File: config.mk
export PLATFORM = sky130hd
export DESIGN_NAME = bus_park_arbiter
export DESIGN_NICKNAME = d
export VERILOG_FILES = /design/src/rtl/bus_park_arbiter.sv
export SDC_FILE = /design/constraint.sdc
export NUM_CORES = 1
export LEC_CHECK = 0
export BUFFER_PORTS_ARGS = -buffer_cell sky130_fd_sc_hd__buf_2
export CAP_MARGIN = 20
export CORE_MARGIN = 8
export CORE_UTILIZATION = 31
export CTS_BUF_LIST = sky130_fd_sc_hd__clkbuf_8
export DETAILED_ROUTE_END_ITERATION = 6
export GPL_TIMING_DRIVEN = 0
export PLACE_DENSITY = 0.56
export SLEW_MARGIN = 20
export SYNTH_ARGS = -nofsm -noshare
export SYNTH_HDL_FRONTEND = slang
export SYNTH_SLANG_ARGS = --single-unit
File: constraint.sdc
create_clock -name clk -period 2.36 [get_ports clk]
set_clock_uncertainty 0.2 [all_clocks]
set_input_delay 0.354 -clock clk [delete_from_list [all_inputs] [get_ports clk]]
set_output_delay 0.354 -clock clk [all_outputs]
set_load 0.01 [all_outputs]
File: src/rtl/bus_park_arbiter.sv
module bus_park_arbiter #(
  parameter int N = 4,
  localparam int W = (N > 1) ? $clog2(N) : 1
) (
  input  logic         clk,
  input  logic         rst_n,
  input  logic [N-1:0] req,
  input  logic         bus_idle,
  output logic [N-1:0] gnt
);

  localparam logic [N-1:0] ONE = {{(N-1){1'b0}}, 1'b1};

  logic [W-1:0] owner_q, next_q, pick;
  logic         gap_q;
  logic         others;

  assign others = |(req & ~(ONE << owner_q));

  always_comb begin
    pick = owner_q;
    for (int k = N - 1; k >= 1; k--) begin
      if (req[(int'(owner_q) + k) % N])
        pick = W'((int'(owner_q) + k) % N);
    end
  end

  always_ff @(posedge clk or negedge rst_n) begin
    if (!rst_n) begin
      owner_q <= '0;
      next_q  <= '0;
      gap_q   <= 1'b0;
      gnt     <= ONE;
    end else if (gap_q) begin
      gnt     <= ONE << next_q;
      owner_q <= next_q;
      gap_q   <= 1'b0;
    end else if (others && bus_idle) begin
      gnt     <= '0;
      next_q  <= pick;
      gap_q   <= 1'b1;
    end
  end

endmodule


# Word-level counts from Yosys, hierarchy flattened
# Cells that the tools add are included.
dict set report word_totals {
  regBits 9
  latch_bits 0
  ramBits 0
  mem_bits_ro 0
  in_bits 7
  out_inout_bits 4
  memories 0
}
dict set report classes {
  add_sub_neg 3
  multipliers 0
  div_mod_pow 0
  magnitude_cmp 3
  eq_ne 0
  shift 2
  n_mux 16
  n_bitwise 6
  n_reduce_logical 7
}
# op count
set ops {}
lappend ops {{less-than comparator 3 x 4 -> 1 bit (second input constant)} 3}
lappend ops {{2-to-1 mux 1 bit} 8}
lappend ops {{2-to-1 mux 4 bit} 2}
lappend ops {{left shift 1 x 2 -> 4 bit (first input constant)} 2}
lappend ops {{binary-select mux 1 bit (select 2 bit)} 3}
lappend ops {{2-to-1 mux 2 bit} 3}
lappend ops {{OR reduction 2 bit} 3}
lappend ops {{adder 2 bit (second input constant)} 2}
lappend ops {{AND 4 bit} 1}
lappend ops {{NOT 4 bit} 1}
lappend ops {{OR reduction 4 bit} 1}
lappend ops {{AND 1 bit (first input constant)} 3}
lappend ops {{adder 2 x 1 -> 2 bit (second input constant)} 1}
lappend ops {{AND reduction 2 bit} 1}
lappend ops {{nonzero test 2 bit} 1}
lappend ops {{logical AND 1 bit} 1}
lappend ops {{NOT 1 bit} 1}

# Depth between registers and ports, before layout
dict set report logic_depth {
  depth_word 9
  depth_mapped 6
}

# Least setup slack after synthesis
# OpenSTA, ideal clock, no wires.
dict set report synth_path {
  kind {register to register}
  startpoint {reg owner_q[1]}
  endpoint {reg next_q[0]}
  setup_ns 0.082
  t_arrival_ns 1.551
  required_ns 2.078
  setup_slack_ns 0.527
  stages_incl_launch_ff 7
  path_buffers 0
  period_less_slack_ns 1.833
  path_cell_list {dfrtp_1 -> inv_1 -> ha_1 -> mux2_4 -> o221ai_1 -> mux2i_1 -> a31oi_1}
}
dict set report synth_between {
  elab_chain_len 7
}
# element line
set synth_rtl {}
lappend synth_rtl {{from (decl)} 14} ;# logic [W-1:0] owner_q, next_q, pick;
lappend synth_rtl {{from (signal assigned)} 36} ;# owner_q <= next_q;
lappend synth_rtl {{adder 2 bit} 23} ;# if (req[(int'(owner_q) + k) % N])
lappend synth_rtl {{binary-select mux 1 bit (select 2 bit)} 23}
lappend synth_rtl {{2-to-1 mux 1 bit (not written as such) (2 in series)} 23}
lappend synth_rtl {{2-to-1 mux 2 bit (3 in series)} 23}
lappend synth_rtl {{to (signal assigned)} 40} ;# next_q <= pick;
lappend synth_rtl {{to (decl)} 14}
# Several ways; a longest one is shown, not always the timed one. The select of a mux whose other input is x is not followed.
# A chain may end at the register's enable or synchronous reset.

# Worst setup path after layout
# Ends and elaborated chain as after synthesis.

==> out/results.ini <==
[pwr]
leakagePower_nw = 0.340
max-vdd-ir-drop_v = 0.000619
p_per_area_nw_per_um2 = 1170

[floorplan]
core.rowCount = 15
die_h_um = 58.0
initial_core_util_pct = 32.4
io_pins = 11
core_um2 = 1690
dieArea_um2 = 3370
die_w_um = 58.0

[synthesis]
synthAdderAreaFrac_pct = 9.13
yosys.cell_types.count = 25
seq_area_frac_synth_pct = 41.3
synth_top_flop_cell = dfrtp_1
synth_compound_area_share_pct = 24.0
synth_cells = 55
ys_warn_count = 0
synth-xor-area-share_pct = 0
synth_seq_cells = 9
avgSynthCellArea_um2 = 9.96
muxShareOfSynthArea_pct = 6.39
synth_area_um2 = 548
yosys.area_share.simple_pct = 15.1
synth_top_family_by_area = compound AO/OA/AOI/OAI gates
synth_nets = 66
synth-edff-count = 0
synth-async-reset-ratio_pct = 100

[clocking]
cts-root-buf = clkbuf_8
cts_sinks = 9
cts_made_buffers = 3
ctsResizeCount = 0
h-tree-depth = 1
clk_path_buf_depth = 2
cts_tree = done
clk_latency_ns = 0.23
clkTransAtPathRegs_ns = 0.04

[global_routing]
grt_pass1_vias = 448
grt_usage_pct = 7.41
grt-ovfl-total = 0
grt_pass1_wl_mm = 1.98
antenna_found_initial = 0
grt_max_degree = 10

[worst_setup_path]
cp-end-kind = register
cp_slowest_cell = dfrtp_1
critPathMaxStageDelay_ns = 0.51
startpoint_type = register
crit_chain = inv_1 -> ha_1 -> mux2_4 -> o221ai_1 -> mux2i_1 -> a31oi_1
arrival_ns = 2.04
reg2reg_slack_ns = 0.27
path_class = register to register
path_max_fanout = 9
required_ns = 2.31

[placed_design]
numPlacedInstances = 82
dp_hpwl_um = 843
gp_congestion = 0.724
place_area_um2 = 619
portBuffers = 10
dp_worst_setup_slack_ns = 0.288

[finish]
final_common_cell = buf_2
design_area_um2 = 674
diodes = 0
nNetsFinal = 82
nFillCells = 164
layout-drive-gt1-share_pct = 21.4
area_growth_pct = 23.1
mostFrequentLayoutCells = 10 x buf_2, 8 x dfrtp_1, 7 x inv_1
final_cells = 87

[run]
cap_violations = 0

[routing]
postRouteWirelength_mm = 1.15
drtIter0Drc = 15
remaining_drc_errors = 0
drt-wirelength-per-cell_um = 13.2
ant_nets = 0
firstDrtPassIters = 4
vias = 451
viasPerCell = 5.18

[sta]
slew_headroom_pct = 75.4
tightest_slew_ns = 0.369
tns_ns = 0
rsz0062_at_grt = false
setup-violations-final = 0
min_period_over_period_pct = 88.5
maxSlewViolCount = 0
fin_ws_ns = 0.272
max_clock_freq_ghz = 0.479
holdWs_ns = 0.282
finalHoldViolations = 0
min_period_ns = 2.09

[outcome]
outcome = finished, final reports clean

[worst_hold_path]
hp-class = register to register

layout make-up:
cell class,instances,area [um^2],area share [%]
multi-input cells,40,299,44.3
clock inverters,1,3.75,0.557
inverters,6,22.5,3.34
well taps,17,21.3,3.15
flip-flops and latches,9,226,33.6
repair buffers,11,60.1,8.91
clock buffers,3,41.3,6.12
worst paths after layout:
kind                       cells past startpoint        from   endpoint
max in group asynchronous                      2       rst_n     gnt[0]
setup / recovery                               6  owner_q[1]  next_q[0]
hold / removal                                 1      gnt[3]     gnt[3]
setup reg to reg                               6  owner_q[1]  next_q[0]
hold reg to reg                                1      gnt[3]     gnt[3]
min in group asynchronous                      2       rst_n     gnt[2]
logic make-up after synthesis:
logic type / count (synthesis)
multiplexers: 3
flip-flops: 9
adder cells (fa/ha/maj): 4
AO/OA/AOI/OAI: 18
AND/OR/NAND/NOR: 15
buffers and inverters: 6
critical path, delay by kind of cell (launching register included):
kind	cells	cell delay, ns
multiplexers	2	0.42
adder cells (fa/ha/maj)	1	0.43
flip-flops	1	0.51
AO/OA/AOI/OAI	2	0.30
buffers and inverters	1	0.15
sequential cells by signal, summed over array words and instances (netlist names):
signal	cells
gap_q	1
owner_q	2
gnt	4
next_q	2
routing by layer:
metal	track usage [%]	vias up	wire length (um)
met5	0	-	0
met4	2.10	0	0
met3	3.53	0	53
met2	11.3	8	540
met1	9.01	211	556
li1	-	232	-
repair_timing:
item                      in CTS  in global routing
setup buffers                  0                  0
hold buffers                   1                  0
hold endpoints to repair       9                  0
power breakdown:
group	internal, mW	switching (mW)
clock network	0.113	0.0577
registers	0.220	0.0679
logic	0.161	0.173
total	0.493	0.299
per-stage QoR:
stage	total power [mW]	util [%]
6_report	0.792	39.9
5_1_grt	0.865	39.9
4_1_cts	0.794	39.9
3_5_place_dp	0.621	36.7
3_3_place_gp	0.620	36.7
2_1_floorplan	0.525	-
Yosys cell counts (2+ instances only):
| library cell | n | share of area [%] |
|---|---|---|
| o21ai_0 | 4 | 3.7 |
| nand2b_1 | 6 | 6.9 |
| mux2i_1 | 2 | 3.7 |
| nor2b_1 | 2 | 2.3 |
| a32o_1 | 2 | 3.7 |
| a21oi_1 | 2 | 1.8 |
| dfrtp_1 | 8 | 37 |
| o2bb2ai_1 | 2 | 3.2 |
| ha_1 | 4 | 9.1 |
| inv_1 | 6 | 4.1 |
| nand2_1 | 3 | 2.1 |
Power figures use the tool's default switching activity.
